<file path="config.mk">
export PLATFORM = sky130hd
export DESIGN_NAME = psr_unit
export DESIGN_NICKNAME = d
export VERILOG_FILES = /design/src/rtl/psr_pkg.sv /design/src/rtl/psr_cmd_dec.sv /design/src/rtl/psr_alu_merge.sv /design/src/rtl/psr_width.sv /design/src/rtl/psr_unit.sv
export SDC_FILE = /design/constraint.sdc
export NUM_CORES = 1
export LEC_CHECK = 0
export BUFFER_PORTS_ARGS = -buffer_cell sky130_fd_sc_hd__buf_2
export CORE_UTILIZATION = 41
export CTS_CLUSTER_DIAMETER = 150
export CTS_CLUSTER_SIZE = 12
export DETAILED_ROUTE_END_ITERATION = 10
export PLACE_DENSITY = 0.8
export RECOVER_POWER = 25
export SETUP_SLACK_MARGIN = 0.3
export SYNTH_ARGS = -nofsm -noshare
export SYNTH_HDL_FRONTEND = slang
export SYNTH_SLANG_ARGS = --single-unit
</file>
<file path="constraint.sdc">
create_clock -name clk -period 1 [get_ports clk]
set_input_delay 0.05 -clock clk [delete_from_list [all_inputs] [get_ports clk]]
set_output_delay 0.05 -clock clk [all_outputs]
set_load 0.02 [all_outputs]
</file>
<file path="src/rtl/psr_pkg.sv">
package psr_pkg;

    localparam int SR_W = 8;

    // flag positions; other blocks decode these bits
    localparam int B_C = 0;
    localparam int B_Z = 1;
    localparam int B_I = 2;
    localparam int B_D = 3;
    localparam int B_X = 4;
    localparam int B_M = 5;
    localparam int B_V = 6;
    localparam int B_N = 7;

    localparam int OP_W = 4;
    localparam logic [OP_W-1:0] OP_NONE = 4'd0;
    localparam logic [OP_W-1:0] OP_MCLR = 4'd1;
    localparam logic [OP_W-1:0] OP_MSET = 4'd2;
    localparam logic [OP_W-1:0] OP_CLC  = 4'd3;
    localparam logic [OP_W-1:0] OP_SEC  = 4'd4;
    localparam logic [OP_W-1:0] OP_CLI  = 4'd5;
    localparam logic [OP_W-1:0] OP_SEI  = 4'd6;
    localparam logic [OP_W-1:0] OP_CLD  = 4'd7;
    localparam logic [OP_W-1:0] OP_SED  = 4'd8;
    localparam logic [OP_W-1:0] OP_CLV  = 4'd9;
    localparam logic [OP_W-1:0] OP_XCE  = 4'd10;
    localparam logic [OP_W-1:0] OP_LOAD = 4'd11;

    localparam logic [SR_W-1:0] RST_STATUS = 8'h34;
    localparam logic            RST_EMU    = 1'b1;

    typedef struct packed {
        logic            is_cmd;
        logic            load;
        logic            xchg;
        logic [SR_W-1:0] set_m;
        logic [SR_W-1:0] clr_m;
    } psr_ctl_t;

    typedef struct packed {
        logic [SR_W-1:0] st;
        logic            emu;
        logic            trunc;
    } psr_state_t;

endpackage

</file>
<file path="src/rtl/psr_cmd_dec.sv">
module psr_cmd_dec
    import psr_pkg::*;
(
    input  logic [OP_W-1:0] cmd_op,
    input  logic [SR_W-1:0] cmd_imm,
    output psr_ctl_t        ctl
);
    function automatic logic [SR_W-1:0] bit_of(input int pos);
        logic [SR_W-1:0] r;
        r      = '0;
        r[pos] = 1'b1;
        return r;
    endfunction

    always_comb begin
        ctl        = '0;
        ctl.is_cmd = 1'b1;
        case (cmd_op)
            OP_MCLR: ctl.clr_m = cmd_imm;
            OP_MSET: ctl.set_m = cmd_imm;
            OP_CLC:  ctl.clr_m = bit_of(B_C);
            OP_SEC:  ctl.set_m = bit_of(B_C);
            OP_CLI:  ctl.clr_m = bit_of(B_I);
            OP_SEI:  ctl.set_m = bit_of(B_I);
            OP_CLD:  ctl.clr_m = bit_of(B_D);
            OP_SED:  ctl.set_m = bit_of(B_D);
            OP_CLV:  ctl.clr_m = bit_of(B_V);
            OP_XCE:  ctl.xchg  = 1'b1;
            OP_LOAD: ctl.load  = 1'b1;
            default: ctl.is_cmd = 1'b0;
        endcase
    end
endmodule

</file>
<file path="src/rtl/psr_alu_merge.sv">
module psr_alu_merge
    import psr_pkg::*;
(
    input  logic [SR_W-1:0] cur,
    input  logic [SR_W-1:0] we,
    input  logic [SR_W-1:0] val,
    output logic [SR_W-1:0] merged
);
    for (genvar i = 0; i < SR_W; i++) begin : g_bit
        assign merged[i] = we[i] ? val[i] : cur[i];
    end
endmodule

</file>
<file path="src/rtl/psr_width.sv">
module psr_width
    import psr_pkg::*;
(
    input  logic [SR_W-1:0] st,
    output logic            acc_8bit,
    output logic            idx_8bit
);
    assign acc_8bit = st[B_M];
    assign idx_8bit = st[B_X];
endmodule

</file>
<file path="src/rtl/psr_unit.sv">
module psr_unit
    import psr_pkg::*;
(
    input  logic            clk,
    input  logic            rst_n,
    input  logic [3:0]      cmd_op,
    input  logic [7:0]      cmd_imm,
    input  logic [7:0]      alu_we,
    input  logic [7:0]      alu_val,
    output logic [7:0]      status,
    output logic            emu,
    output logic            acc_8bit,
    output logic            idx_8bit,
    output logic            idx_trunc
);
    psr_ctl_t        ctl;
    psr_state_t      cur_q, nxt_d;
    logic [SR_W-1:0] alu_st;

    psr_cmd_dec u_dec (
        .cmd_op  (cmd_op),
        .cmd_imm (cmd_imm),
        .ctl     (ctl)
    );

    psr_alu_merge u_alu (
        .cur    (cur_q.st),
        .we     (alu_we),
        .val    (alu_val),
        .merged (alu_st)
    );

    always_comb begin
        nxt_d = cur_q;
        if (ctl.is_cmd) begin
            if (ctl.load) begin
                nxt_d.st = cmd_imm;
            end
            nxt_d.st = (nxt_d.st & ~ctl.clr_m) | ctl.set_m;
            if (ctl.xchg) begin
                nxt_d.emu      = cur_q.st[B_C];
                nxt_d.st[B_C]  = cur_q.emu;
            end
        end else begin
            nxt_d.st = alu_st;
        end
        // emulation pins both width flags to 8-bit
        nxt_d.st[B_M] = nxt_d.st[B_M] | nxt_d.emu;
        nxt_d.st[B_X] = nxt_d.st[B_X] | nxt_d.emu;
        nxt_d.trunc   = nxt_d.st[B_X] & ~cur_q.st[B_X];
    end

    always_ff @(posedge clk or negedge rst_n) begin
        if (!rst_n) begin
            cur_q.st    <= RST_STATUS;
            cur_q.emu   <= RST_EMU;
            cur_q.trunc <= 1'b0;
        end else begin
            cur_q <= nxt_d;
        end
    end

    psr_width u_wid (
        .st       (cur_q.st),
        .acc_8bit (acc_8bit),
        .idx_8bit (idx_8bit)
    );

    assign status    = cur_q.st;
    assign emu       = cur_q.emu;
    assign idx_trunc = cur_q.trunc;
endmodule

</file>
# Word level (Yosys, flattened, before mapping)
# Index checks and enable logic that the tools add are counted.
dict set report totals {
  regBits 10
  elab_cells 52
  output_inout_bits 12
  in_bits 30
}
dict set report classes {
  bitwise_logic 7
  mux 18
  reduce_logical 7
  eq_ne 11
}
# operator count
set ops {}
lappend ops {{$pmux W8 S5} 1}
lappend ops {{$pmux W8 S4} 1}
lappend ops {{$mux W8} 3}
lappend ops {{$eq A4 B3 Y1 const B} 4}
lappend ops {{$eq A4 B4 Y1 const B} 4}
lappend ops {{$mux W1} 12}
lappend ops {{$reduce_bool A2 Y1} 6}
lappend ops {{$reduce_or A11 Y1} 1}
lappend ops {{$and A8 B8 Y8} 1}
lappend ops {{$eq A4 B2 Y1 const B} 2}
lappend ops {{$not A8 Y8} 1}
lappend ops {{$or A8 B8 Y8} 1}
lappend ops {{$eq A4 B1 Y1 const B} 1}
lappend ops {{$mux W2} 1}
lappend ops {{$or A1 B1 Y1} 2}
lappend ops {{$and A1 B1 Y1} 1}
lappend ops {{$not A1 Y1} 1}

# Depth between registers and ports, before layout
dict set report logic_depth {
  depth_word 10
  depth_mapped 6
  ltp_nobuf 4
}

# Cells and area by module
# Synthesis repeated with hierarchy kept, for this count alone.
dict set report unflattened {
  cells_unflattened 105
  area_unflattened_um2 968.4
}
# mod seq_area_each_um2 instances cells_per_inst area_each_um2
set by_module_without_submodules {}
lappend by_module_without_submodules {psr_unit 255.2 1 57 555.5}
lappend by_module_without_submodules {psr_cmd_dec 0.0 1 38 277.8}
lappend by_module_without_submodules {psr_alu_merge 0.0 1 8 120.1}
lappend by_module_without_submodules {psr_width 0.0 1 2 15.0}

# Worst setup path before layout
# Ideal clock, no wire load.
dict set report synth_timing {
  kind {register to register}
  startpoint {register, netlist name status[3]}
  endpoint {register, netlist name status[3]}
  required_time_ns 0.906
  path_buffers 0
  setup_time_ns 0.094
  slack_ns -0.183
  synth_period_minus_slack_ns 1.183
  arrival_time_ns 1.089
  stages_incl_launch_ff 4
  cell_sequence {dfrtp_1 o21ai_0 a221o_1 a221oi_2}
}
dict set report synth_via {
  elab_chain_cells 5
}
# item line
set synth_rtl {}
lappend synth_rtl {{$mux W8} psr_unit.sv:36} ;# if (ctl.load) begin
lappend synth_rtl {{$mux W8} psr_unit.sv:35} ;# if (ctl.is_cmd) begin
lappend synth_rtl {{$and A8 B8 Y8} psr_unit.sv:39} ;# nxt_d.st = (nxt_d.st & ~ctl.clr_m) | ctl.set_m;
lappend synth_rtl {{$or A8 B8 Y8} psr_unit.sv:39}
lappend synth_rtl {{$mux W8} psr_unit.sv:35}
# No other way between the ends. The select of a mux whose other input is x is not followed.
# A chain may end at the register's enable or synchronous reset.

# Final worst setup path
dict set report layout_timing {
  startpoint {register, netlist name status[4]}
  endpoint {output port status[4]}
}
# item line
set layout_lines {}
lappend layout_lines {{end, declared} psr_unit.sv:10} ;# output logic [7:0] status,
# No word-level cell between the ends.

==> key figures <==
Floorplan
  • Die width: 47.9 µm
  • Row count: 16
  • Ports: 42
  • DIE HEIGHT: 47.9 µm
  • Initial core utilization: between 40% and 50%
  • Core area: 1960 µm²
  • Die area: between 2000 and 2500 µm²

STA
  • Fin crit period: 1110 ps
  • Peak Freq: 0.900 GHz
  • Final setup viols: 11
  • Final Hold Viols: 0
  • Fin Hold WS: 45.2 ps
  • Clk_skew: 8.78 ps
  • Measured slew at the worst slew-check pin: 569 ps
  • Worst setup margin: -112 ps
  • Fin. max-slew vios: 0
  • Crit share post-route: 111%
  • Rel. slew slack: between 60% and 70%
  • RSZ-0062 raised after global routing: yes

Critical path
  • Critical Path Stages: 2
  • Worst Reg-to-Reg Cells: 3
  • Arrival time worst endpoint: ~1100 ps
  • WP buf/inv: 2
  • Critical Path Sink Type: output port
  • Required @ worst endpoint: 950 ps
  • Critical path's top delay family: flip-flops
  • Worst Path Max Fanout: 3
  • CP cell instances: buf_6 -> buf_6
  • Crit start category: register
  • CP max stage delay: roughly 560 ps
  • Setup CP Type: register to output port
  • Worst path slowest cell: dfstp_2
  • Critical path's most frequent cell: buf_6

Global routing
  • M3 GR Usage: slightly below 8%
  • Grt met1 use: 34.5%
  • Largest net degree at the start of global routing: 11
  • GR met2 Demand/Resource: a little over 50%
  • Total congestion overflow: 0
  • Initial antenna violation count: 0
  • Number of global-route vias before repair: 1,095
  • GRT Total Usage: 30.1%
  • Top Usage Layer GRT: met2
  • Wire length of the first global-routing pass: approximately 4800 µm

Finish
  • Antenna diodes: 0
  • Post-Layout Cell Count: 199
  • Share of cells above drive strength 1: 60.5%
  • Layout area overhead: 76.7%
  • Nets@finish: 203
  • Fillcell total: 130

Hold path
  • Hold path depth: 3
  • Worst min path class: input port to register

Route
  • DRT iter0 DRCs: 26
  • WL final: 3080 µm
  • Routed vias/inst: 5.74
  • Via Count: about 1.1k
  • Remaining DRCs: 0
  • Avg WL per Cell: roughly 15 µm
  • DRT Pass-1 Iters: 4
  • Final antenna-violating net count: 0

Placement
  • Post-Place Cells: roughly 190
  • RD Place Congestion: 0.876
  • Detailed placer's ending HPWL: 2030 µm
  • Port bufs: 41

Clock tree
  • Clock slew at reported path FFs: 70 ps
  • Longest Clk Path Bufs: 2
  • CTS tree: built
  • CTS Buf Count: 3
  • CTS Sinks: 10
  • Clk Latency, worst-skew pair: between 200 and 300 ps
  • H-Tree Depth: 1
  • Root buffer cell: clkbuf_4

Yosys
  • Post-Syn Area per Cell: 8.63 µm²
  • Synth Register Bits: 10
  • Cell Area, Synth: 863 µm²
  • Synth unique cells: 40
  • Syn Inst Count: 100
  • Synthesized Nets: 130
  • Primary FF master, synth: dfrtp_1
  • Number of enable flip-flop cells after synthesis: 0
  • Syn. warnings: 0
  • Async set-or-reset flop fraction in the synthesized netlist: 100%
  • Sequential area share after synthesis: 29.6%

Power
  • Total power draw: around 0.0022 W
  • Pwr dens: 1430 nW/µm²
  • Switching share of power: 37.1%
  • Sequential share of power: 29.9%
  • Combinational share of power: about half
  • Leak: 0.742 nW
  • Internal power: 0.00138 W
  • Clk network pwr share: 18.7%
  • Peak VDD IR: roughly 900 µV
  • P_sw: 0.000810 W

Outcome
  • Failing checks: setup timing
  • Status: complete, but fails checks

Run
  • Max cap viols: 0
==> timing repair <==
item | CTS | global route
setup endpoints to repair | 22 | 22
endpoints found under the hold margin | 10 | 0
hold buffers | 1 | 0
buffers inserted | 4 | 3
resized for setup | 30 | 11
cloned | 0 | 0
pin swaps | 3 | 6
==> synthesized netlist by cell type, types with 2 or more instances <==
cell | n | area [µm²]
a211o_1 | 3 | 26.3
a21oi_1 | 8 | 40.0
a31oi_1 | 2 | 12.5
and3_1 | 5 | 31.3
buf_2 | 4 | 20.0
buf_4 | 2 | 15.0
dfrtp_1 | 6 | 150
dfstp_2 | 4 | 105
inv_1 | 5 | 18.8
mux2i_1 | 5 | 50.1
nand2b_1 | 2 | 12.5
nand3_1 | 4 | 20.0
nor2_1 | 5 | 18.8
nor2b_1 | 8 | 50.1
o211ai_1 | 3 | 22.5
o21a_1 | 3 | 22.5
o21ai_0 | 5 | 25.0
o22ai_1 | 2 | 12.5
o311ai_0 | 3 | 26.3
==> area by class of cell <==
type	count	area [µm²]	area share (%)
Timing Repair Buffer	76	552	36.2
Multi-Input combinational cell	77	626	41.0
Clock buffer	4	36.3	2.38
Inverter	5	18.8	1.23
Tap cell	27	33.8	2.21
Sequential cell	10	259	17.0
==> placed cells by master (no fill, tap or decap), types with 3 or more instances in the layout <==
master,synthesis,routed
mux2i_1,5,4
o21a_1,3,3
clkbuf_4,0,3
nor2b_1,8,6
buf_4,2,32
a21oi_2,0,3
and3_1,5,4
dfrtp_2,0,3
buf_6,1,14
o21ai_0,5,4
a211o_1,3,3
dfstp_2,4,4
nand3_1,4,4
buf_2,4,28
o311ai_1,1,3
o211ai_1,3,3
inv_1,5,4
dfrtp_1,6,3
a21oi_1,8,5
nor2_1,5,4
==> kinds of logic after synthesis <==
group	after synthesis	share of synthesized area [%]
DFF	10	29.6
and+or+nand+nor	28	18.0
AOI/OAI and AO/OA	42	36.4
buffers and inverters	13	7.97
xor gates and xnor gates	1	1.01
muxes	6	7.10
==> routing by layer <==
layer / up-vias / wire [µm]
li1: 525 / -
met1: 536 / 1170
met2: 70 / 1630
met3: 11 / 214
met4: 0 / 76
met5: - / 0
==> final timing paths <==
check	endpoint	slack (ps)	start
min in group asynchronous	status[3]	270	rst_n
hold reg to reg	status[7]	570	status[7]
max in group asynchronous	status[0]	310	rst_n
setup / recovery	status[4]	-110	status[4]
hold / removal	idx_trunc	50	alu_val[4]
setup reg to reg	idx_trunc	-90	status[4]
==> power groups by stage <==
stage | registers (W) | clock network [W] | logic, W
5_1_grt | 0.000666 | 0.000423 | 0.00121
4_1_cts | 0.000645 | 0.000393 | 0.00102
3_5_place_dp | 0.000625 | 0 | 0.000808
6_report | 0.000653 | 0.000408 | 0.00112
3_3_place_gp | 0.000616 | 0 | 0.000790
2_1_floorplan | 0.000744 | 0 | 0.000376
==> per-stage QoR <==
step	util [%]	setup TNS [ps]	setup WS, ps	cell area (µm²)
2_1_floorplan	-	-452	-118	901
3_3_place_gp	65.4	-1710	-226	1280
3_5_place_dp	65.4	-2000	-259	1280
4_1_cts	74.5	-587	-96.5	1460
5_1_grt	77.7	-1120	-148	1530
6_report	77.7	-726	-112	1530
==> sequential cells by signal, summed over array words and instances, names as in the netlist <==
register	count
status	8
emu	1
idx_trunc	1
==> worst reg2reg max path, cell delays in order (launching register included) <==
cell and delay [ps]:
dfstp_2 560, o311ai_1 100, o21a_1 190, a31oi_1 170
No activity file was read; power rests on OpenSTA's default activity.
